--- config.mk ---
export PLATFORM = sky130hd
export DESIGN_NAME = ppi_port_unit
export DESIGN_NICKNAME = d
export VERILOG_FILES = /design/src/rtl/ppi_pkg.sv /design/src/rtl/ppi_rst_sync.sv /design/src/rtl/ppi_cmd_decode.sv /design/src/rtl/ppi_out_latch.sv /design/src/rtl/ppi_port_unit.sv
export SDC_FILE = /design/constraint.sdc
export NUM_CORES = 1
export LEC_CHECK = 0
export BUFFER_PORTS_ARGS = -buffer_cell sky130_fd_sc_hd__buf_2
export CORE_ASPECT_RATIO = 0.6
export CORE_MARGIN = 8
export CORE_UTILIZATION = 40
export CTS_BUF_LIST = sky130_fd_sc_hd__clkbuf_8
export CTS_CLUSTER_DIAMETER = 50
export DETAILED_ROUTE_END_ITERATION = 7
export GPL_ROUTABILITY_DRIVEN = 0
export HOLD_SLACK_MARGIN = 0.15
export PLACE_DENSITY = 0.81
export SETUP_SLACK_MARGIN = 0.05
export SLEW_MARGIN = 15
export SYNTH_ARGS = -nofsm -noshare
export SYNTH_HDL_FRONTEND = slang
export SYNTH_SLANG_ARGS = --single-unit
--- constraint.sdc ---
create_clock -name clk -period 1.95 [get_ports clk]
set_input_delay 0 -clock clk [delete_from_list [all_inputs] [get_ports clk]]
set_output_delay 0 -clock clk [all_outputs]
set_load 0.02 [all_outputs]
--- src/rtl/ppi_pkg.sv ---
package ppi_pkg;
  localparam logic [1:0] SEL_A    = 2'd0;
  localparam logic [1:0] SEL_B    = 2'd1;
  localparam logic [1:0] SEL_C    = 2'd2;
  localparam logic [1:0] SEL_CTRL = 2'd3;

  // direction flags, 1 = input
  typedef struct packed {
    logic a_in;
    logic cu_in;
    logic b_in;
    logic cl_in;
  } dir_t;

  localparam dir_t DIR_ALL_IN = '{a_in: 1'b1, cu_in: 1'b1, b_in: 1'b1, cl_in: 1'b1};
endpackage

--- src/rtl/ppi_rst_sync.sv ---
module ppi_rst_sync (
  input  logic clk,
  input  logic rst_n,
  output logic rst_sync_n
);
  logic [1:0] sync_q;

  always_ff @(posedge clk or negedge rst_n) begin
    if (!rst_n) sync_q <= 2'b00;
    else        sync_q <= {sync_q[0], 1'b1};
  end

  assign rst_sync_n = sync_q[1];
endmodule

--- src/rtl/ppi_cmd_decode.sv ---
module ppi_cmd_decode
  import ppi_pkg::*;
#(
  parameter int DW = 8,
  localparam int BW = $clog2(DW)
) (
  input  logic          clk,
  input  logic          rst_n,
  input  logic          wr_stb,
  input  logic [1:0]    addr,
  input  logic [DW-1:0] din,
  output dir_t          dir,
  output logic          cfg_wr,
  output logic          sr_wr,
  output logic [BW-1:0] sr_bit,
  output logic          sr_val
);
  dir_t dir_q, dir_d;
  logic ctrl_wr;
  logic unused_mode_bits;

  assign ctrl_wr = wr_stb && (addr == SEL_CTRL);
  assign cfg_wr  = ctrl_wr &&  din[7];
  assign sr_wr   = ctrl_wr && !din[7];
  assign sr_bit  = din[BW:1];
  assign sr_val  = din[0];
  assign unused_mode_bits = ^{din[6:5], din[2]};

  always_comb begin
    dir_d = dir_q;
    if (cfg_wr) begin
      dir_d.a_in  = din[4];
      dir_d.cu_in = din[3];
      dir_d.b_in  = din[1];
      dir_d.cl_in = din[0];
    end
  end

  always_ff @(posedge clk or negedge rst_n) begin
    if (!rst_n)      dir_q <= DIR_ALL_IN;
    else if (cfg_wr) dir_q <= dir_d;
  end

  assign dir = dir_q;

  // set/reset format never alters the directions
  assert_sr_keeps_dir_R6: assert property (@(posedge clk) disable iff (!rst_n)
    sr_wr |=> $stable(dir_q));
  // directions follow the configuration word fields
  assert_cfg_fields_R4: assert property (@(posedge clk) disable iff (!rst_n)
    cfg_wr |=> (dir_q.a_in == $past(din[4])) && (dir_q.b_in == $past(din[1])));
endmodule

--- src/rtl/ppi_out_latch.sv ---
module ppi_out_latch #(
  parameter int DW = 8,
  localparam int BW = $clog2(DW)
) (
  input  logic          clk,
  input  logic          rst_n,
  input  logic          clr,
  input  logic          ld,
  input  logic [DW-1:0] ld_data,
  input  logic          bit_we,
  input  logic [BW-1:0] bit_idx,
  input  logic          bit_val,
  output logic [DW-1:0] q
);
  logic [DW-1:0] q_r, q_d;
  logic          en;

  assign en = clr || ld || bit_we;

  always_comb begin
    q_d = q_r;
    if (clr)         q_d = '0;
    else if (ld)     q_d = ld_data;
    else if (bit_we) q_d[bit_idx] = bit_val;
  end

  always_ff @(posedge clk or negedge rst_n) begin
    if (!rst_n)  q_r <= '0;
    else if (en) q_r <= q_d;
  end

  assign q = q_r;

  assert_clear_R10: assert property (@(posedge clk) disable iff (!rst_n)
    clr |=> (q_r == '0));
  assert_single_bit_R6: assert property (@(posedge clk) disable iff (!rst_n)
    (bit_we && !clr && !ld) |=> ($countones(q_r ^ $past(q_r)) <= 1)
                                && (q_r[$past(bit_idx)] == $past(bit_val)));
endmodule

--- src/rtl/ppi_port_unit.sv ---
module ppi_port_unit
  import ppi_pkg::*;
#(
  parameter int DW = 8,
  localparam int BW = $clog2(DW),
  localparam int HW = DW / 2
) (
  input  logic          clk,
  input  logic          rst_n,
  input  logic          cs_n,
  input  logic          rd_n,
  input  logic          wr_n,
  input  logic [1:0]    addr,
  input  logic [DW-1:0] din,
  output logic [DW-1:0] dout,
  output logic          dout_oe,
  input  logic [DW-1:0] pa_in,
  output logic [DW-1:0] pa_out,
  output logic [DW-1:0] pa_oe,
  input  logic [DW-1:0] pb_in,
  output logic [DW-1:0] pb_out,
  output logic [DW-1:0] pb_oe,
  input  logic [DW-1:0] pc_in,
  output logic [DW-1:0] pc_out,
  output logic [DW-1:0] pc_oe
);
  logic          rst_sync_n;
  logic          wr_q;
  logic          wr_stb;
  dir_t          dir;
  logic          cfg_wr, sr_wr, sr_val;
  logic [BW-1:0] sr_bit;
  logic [DW-1:0] a_q, b_q, c_q;
  logic [DW-1:0] c_rd;
  logic [DW-1:0] rd_val;
  logic          rd_en;

  ppi_rst_sync i_rst_sync (.clk(clk), .rst_n(rst_n), .rst_sync_n(rst_sync_n));

  // strobe edge detect: one write per low phase of wr_n
  always_ff @(posedge clk or negedge rst_sync_n) begin
    if (!rst_sync_n) wr_q <= 1'b1;
    else             wr_q <= wr_n;
  end
  assign wr_stb = !cs_n && !wr_n && wr_q;

  ppi_cmd_decode #(.DW(DW)) i_cmd (
    .clk(clk), .rst_n(rst_sync_n), .wr_stb(wr_stb), .addr(addr), .din(din),
    .dir(dir), .cfg_wr(cfg_wr), .sr_wr(sr_wr), .sr_bit(sr_bit), .sr_val(sr_val)
  );

  ppi_out_latch #(.DW(DW)) i_latch_a (
    .clk(clk), .rst_n(rst_sync_n), .clr(cfg_wr), .ld(wr_stb && addr == SEL_A),
    .ld_data(din), .bit_we(1'b0), .bit_idx('0), .bit_val(1'b0), .q(a_q)
  );
  ppi_out_latch #(.DW(DW)) i_latch_b (
    .clk(clk), .rst_n(rst_sync_n), .clr(cfg_wr), .ld(wr_stb && addr == SEL_B),
    .ld_data(din), .bit_we(1'b0), .bit_idx('0), .bit_val(1'b0), .q(b_q)
  );
  ppi_out_latch #(.DW(DW)) i_latch_c (
    .clk(clk), .rst_n(rst_sync_n), .clr(cfg_wr), .ld(wr_stb && addr == SEL_C),
    .ld_data(din), .bit_we(sr_wr), .bit_idx(sr_bit), .bit_val(sr_val), .q(c_q)
  );

  // pad side
  assign pa_out = a_q;
  assign pb_out = b_q;
  assign pc_out = c_q;
  assign pa_oe  = {DW{!dir.a_in}};
  assign pb_oe  = {DW{!dir.b_in}};
  assign pc_oe  = {{HW{!dir.cu_in}}, {HW{!dir.cl_in}}};

  // port C read: each nibble picks pins or latch on its own
  generate
    for (genvar h = 0; h < 2; h++) begin : g_c_half
      logic half_in;
      assign half_in = (h == 1) ? dir.cu_in : dir.cl_in;
      assign c_rd[h*HW +: HW] = half_in ? pc_in[h*HW +: HW] : c_q[h*HW +: HW];
    end
  endgenerate

  always_comb begin
    case (addr)
      SEL_A:   rd_val = dir.a_in ? pa_in : a_q;
      SEL_B:   rd_val = dir.b_in ? pb_in : b_q;
      SEL_C:   rd_val = c_rd;
      default: rd_val = '0;
    endcase
  end

  assign rd_en   = !cs_n && !rd_n && (addr != SEL_CTRL);
  assign dout_oe = rd_en;
  assign dout    = rd_en ? rd_val : '0;

  // deselected bus leaves every latch untouched
  assert_cs_blocks_write_R2: assert property (@(posedge clk) disable iff (!rst_sync_n)
    cs_n |=> $stable(a_q) && $stable(b_q) && $stable(c_q));
  // a write strobe held low commits only once
  assert_one_write_R2: assert property (@(posedge clk) disable iff (!rst_sync_n)
    wr_stb |=> !wr_stb);
  // output port read returns what the pads drive
  assert_out_read_R8: assert property (@(posedge clk) disable iff (!rst_sync_n)
    (!cs_n && !rd_n && addr == SEL_A && pa_oe[0]) |-> (dout == pa_out));
  // command address never drives the bus
  assert_ctrl_no_read_R3: assert property (@(posedge clk) disable iff (!rst_sync_n)
    (addr == SEL_CTRL) |-> !dout_oe);
endmodule

**After elaboration in Yosys (flattened, before gate mapping)**

Cells that the tools add are included.
W data, S select, Z words.

- Flip-flop bits (word level): 31
- Bits of input ports: 39
- Output and inout bits: 57
- Logic and storage cells: 61

- Order comparisons: 2
- Equality and inequality tests: 4
- Muxes and demuxes: 16
- Reduce and logical (&&, ||, !) cells: 30

Operator list:

| cell | count |
|---|---|
| $mux W8 | 10 |
| $pmux W8 S3 | 1 |
| $logic_and A1 B1 Y1 | 11 |
| $bwmux W8 | 1 |
| $logic_not A1 Y1 | 8 |
| $mux W4 | 2 |
| $reduce_and A2 Y1 | 3 |
| $eq A2 B2 Y1 const B | 2 |
| $logic_or A1 B1 Y1 | 4 |
| $lt A3 B4 Y1 const B | 1 |
| $reduce_bool A2 Y1 | 2 |
| $demux W1 S3 | 1 |
| $ge A3 B1 Y1 const B | 1 |
| $reduce_bool A3 Y1 | 1 |
| $eq A2 B1 Y1 const B | 1 |
| $logic_not A2 Y1 | 1 |
| $ne A2 B2 Y1 const B | 1 |
| $mux W1 | 1 |

**Longest topological paths before layout**

- Word-level depth: 8
- Mapped depth: 6
- Depth with buffers taken out: 3

**Cells and area by module**

From an unflattened synthesis, not the netlist that was laid out.

- Cell total of the unflattened synthesis: 238
- Area, all modules: 2399.8 um2

By module, submodules not included:

| module | times used | cells an instance | area an instance (um2) | seq. area each (um2) |
|---|---|---|---|---|
| ppi_out_latch | 3 | 43 | 475.5 | 200.2 |
| ppi_port_unit | 1 | 90 | 714.4 | 26.3 |
| ppi_cmd_decode | 1 | 16 | 205.2 | 105.1 |
| ppi_rst_sync | 1 | 3 | 53.8 | 50.0 |

**Worst setup path before layout**

Ideal clock, no wire load.

- Path kind: flip-flop to flip-flop
- From: register wr_q
- To: register i_latch_b.q_r[1], in the netlist i_latch_b.q[1]
- Library setup time: 0.122 ns
- Data arrival time: 1.360 ns
- Required time: 1.828 ns
- Setup slack: 0.468 ns
- Cell stages (with the launch flop): 5
- Clock period less this slack: 1.482 ns
- Cell sequence: dfstp_2 -> or4b_4 -> buf_2 -> o21ai_1 -> a21oi_1

- Longest elaborated chain between the ends: 5
- Elaborated cells between the ends (all ways): 8

Ends and longest elaborated chain:

| what | RTL line | RTL |
|---|---|---|
| start: declaration | ppi_port_unit.sv:28 | `logic wr_q;` |
| start signal: assignment | ppi_port_unit.sv:43 | `else wr_q <= wr_n;` |
| $logic_and A1 B1 Y1 (*) | ppi_port_unit.sv:45 | `assign wr_stb = !cs_n && !wr_n && wr_q;` |
| $logic_and A1 B1 Y1 | ppi_cmd_decode.sv:22 | `assign ctrl_wr = wr_stb && (addr == SEL_CTRL);` |
| $logic_and A1 B1 Y1 | ppi_cmd_decode.sv:23 | `assign cfg_wr = ctrl_wr && din[7];` |
| $reduce_bool A2 Y1 (no source line) / $logic_or A1 B1 Y1 (equally long branches) | - |  |
| $reduce_and A2 Y1 (no source line) | - |  |
| end signal: assignment | ppi_out_latch.sv:29 | `else if (en) q_r <= q_d;` |
| end: declaration | ppi_out_latch.sv:15 | `logic [DW-1:0] q_r, q_d;` |

Every way passes the cells marked *; elsewhere a longest branch is shown, timed or not.
A chain may end at the register's enable or synchronous reset.

**Final worst setup path**

- From: register i_cmd.dir_q (netlist bit i_cmd.dir[3])
- To: output dout[2]

- Longest elaborated chain between the ends: 3

Ends and longest elaborated chain:

| what | RTL line | RTL |
|---|---|---|
| start: declaration | ppi_cmd_decode.sv:18 | `dir_t dir_q, dir_d;` |
| start signal: assignment | ppi_cmd_decode.sv:41 | `else if (cfg_wr) dir_q <= dir_d;` |
| $mux W8 | ppi_port_unit.sv:84 | `SEL_A: rd_val = dir.a_in ? pa_in : a_q;` |
| $pmux W8 S3 | ppi_port_unit.sv:83 | `case (addr)` |
| $mux W8 | ppi_port_unit.sv:93 | `assign dout = rd_en ? rd_val : '0;` |
| end: declaration | ppi_port_unit.sv:15 | `output logic [DW-1:0] dout,` |

No other way between the ends.

==> impl_metrics.py <==
metrics = {
    "cts": {
        "clkSlewWorstSetupHoldPaths_ns": 0.06,
        "postCtsSetupRepairBufs": 0,
        "htreeDepth": 2,
        "cts_sinks": 31,
        "clk_path_buf_depth": 2,
        "clk-insertion-delay-late_ns": 0.29,
        "root_buffer": "clkbuf_8",
        "cts_buffers": 5,
        "cts_tree": "yes",
    },
    "placed_design": {
        "port_buffers": 95,
        "post-place-ws_ns": 0.394,
        "hpwl_mm": 5.20,
        "dp.cells": 351,
    },
    "timing": {
        "postLayoutSetupSlackWorst_ns": 0.119,
        "fin_skew_ns": 0.00210,
        "hold_slack_ns": 0.236,
        "finalMaxSlewViolations": 0,
        "hold_viol": 0,
        "finalSetupTns_ns": 0,
        "grt_setup_unrepaired": "false",
        "period_share_pct": 93.9,
        "period_minus_slack_ns": 1.83,
        "max_freq_mhz": 546,
        "worstMarginPinSlew_ns": 0.529,
        "setup_viol": 0,
        "relSlewSlack_pct": 64.7,
    },
    "grt": {
        "grt_pass1_wl_mm": 10.7,
        "grt_pass1_vias": 2006,
        "grt_overflow": 0,
        "track_usage_pct": 16.6,
        "grt_max_degree": 30,
        "antenna_found_initial": 0,
    },
    "drt": {
        "vias_per_cell": 5.57,
        "drtPass1Iterations": 5,
        "wl_mm": 6.84,
        "wl_per_cell_um": 18.4,
        "drc": 0,
        "num_vias": 2067,
        "antenna_left": 0,
        "drt-initial-drc-count": 203,
    },
    "final_layout": {
        "antenna_cells": 0,
        "multiInputGateArea_mm2": 0.00109,
        "utilization_pct": 53.3,
        "area_delta_synth_final_pct": 26.9,
        "seq_area_um2": 786,
        "nets": 343,
        "layout_commonest_cell": "buf_2",
        "drive_gt1_share_pct": 42.3,
        "layout_common_cells": "buf_2 (95), dfrtp_1 (26), mux2i_1 (24)",
        "finalNonFillerCells": 371,
        "nFillCells": 461,
    },
    "setup_path": {
        "cp.arrival_ns": 1.83,
        "crit_fanout": 10,
        "cp_data_required_time_ns": 1.95,
        "setup.worst_path.start_class": "flop",
        "path_class": "flop to output port",
        "cp-end-kind": "output port",
    },
    "pwr": {
        "vdd_ir_drop_max_uv": 339,
        "leakage_nw": 1.24,
        "power_density_mw_per_mm2": 912,
    },
    "synthesis": {
        "syn_avg_cell_area_um2": 9.53,
        "synth_flop_cell": "dfrtp_1",
        "synth_cells": 225,
        "seq_area_frac_synth_pct": 36.5,
        "yosys_warnings": 0,
        "netlist.top_cell.by_area": "dfrtp_1",
        "ys_ff_latch": 31,
        "netlist_area_mm2": 0.00214,
        "synth_top_area_share_pct": 30.4,
        "synth_fp_nets": 264,
        "synth_edf_count": 0,
        "synth-async-reset-ratio_pct": 100,
        "synth_cell_types": 43,
        "synth_area_leaders": "dfrtp_1 (30%), mux2i_1 (11%), buf_4 (7.4%)",
    },
    "flow_run": {
        "max_cap_viol_count": 0,
    },
    "floorplan": {
        "die_y_um": 72.7,
        "die-area_mm2": 0.00803,
        "core_mm2": 0.00510,
        "rows": 20,
        "dieWidth_um": 111,
        "start_util_pct": 42.0,
        "io_pins": 96,
    },
    "run_status": {
        "outcome": "completed",
    },
    "min_path": {
        "hp-class": "primary input to flop",
    },
}
==> cell usage after synthesis, types with 2 or more instances <==
cell type  number
a21oi_1        15
a22oi_1         2
a32o_1          2
and3b_1         3
buf_2           8
buf_4          21
clkbuf_1       11
dfrtp_1        26
dfstp_2         5
inv_1           6
mux2_2          9
mux2_4          3
mux2i_1        24
nand2_1         3
nand2b_1        3
nand3_1        22
nand3b_1        2
nand4_1         3
nor2_1          2
nor3b_1         3
o211ai_1        4
o21ai_0        10
o21ai_1         9
o22ai_1         8
o31ai_1         3
==> final timing paths <==
path,to,start,slack (ns),depth (start not counted)
hold / removal,i_latch_b.q[1],addr[0],0.24,4
setup reg to reg,i_latch_c.q[6],wr_q,0.15,5
setup / recovery,dout[2],i_cmd.dir[3],0.12,4
hold reg to reg,i_latch_a.q[1],i_rst_sync.sync_q[1],0.25,1
min in group asynchronous,i_latch_a.q[1],i_rst_sync.sync_q[1],0.25,1
max in group asynchronous,i_rst_sync.sync_q[0],rst_n,1.25,3
==> layer usage <==
metal / routed length (µm) / GRT usage [%] / vias to the layer above
met5: 0 / 0 / -
met4: 119 / 5.95 / 0
met3: 567 / 5.99 / 11
met2: 3180 / 26.4 / 94
met1: 2980 / 20.3 / 1001
li1: - / - / 961
==> layout make-up <==
type | instances | share of cell area, %
Tap cell | 66 | 3.04
Clock inverter | 1 | 0.138
Multi-Input combinational cell | 147 | 40.0
Clock buffer | 7 | 3.54
Timing Repair Buffer | 113 | 23.6
Sequential cell | 31 | 28.9
Inverter | 6 | 0.828
==> report_power, final <==
group	total, mW	internal (mW)	switching, mW
registers	0.933	0.778	0.155
logic	0.997	0.412	0.585
clock network	0.552	0.316	0.235
==> repair_timing <==
| item | CTS | global route |
|---|---|---|
| setup endpoints to repair | 0 | 2 |
| hold buffers | 12 | 0 |
| endpoints found under the hold margin | 25 | 0 |
| gates resized for setup | 0 | 1 |
==> kinds of logic after synthesis <==
family | after synthesis | synth area share [%]
AO/OA/AOI/OAI | 59 | 16.7
AND/OR/NAND/NOR | 51 | 15.9
buffers and inverters | 47 | 12.7
multiplexers | 36 | 18.0
flip-flops | 31 | 36.5
other | 1 | 0.175
==> flip-flops by register name, summed over array words and instances, names as in the netlist <==
signal	count
i_latch_a.q	8
i_latch_b.q	8
i_latch_c.q	8
i_cmd.dir	4
i_rst_sync.sync_q	2
wr_q	1
==> critical path: stages (launching register included) <==
cell and delay [ns]:
dfstp_4 0.71, mux2i_1 0.14, mux2_2 0.29, o22ai_1 0.19, buf_2 0.21
==> through the flow <==
| step | power [mW] | instance area, µm² |
|---|---|---|
| floorplan | 1.64 | 2140 |
| global placement | 1.90 | 2500 |
| detailed placement | 1.92 | 2500 |
| CTS | 2.50 | 2720 |
| global route | 2.62 | 2720 |
| finish | 2.48 | 2720 |
Power figures use the tool's default switching activity.
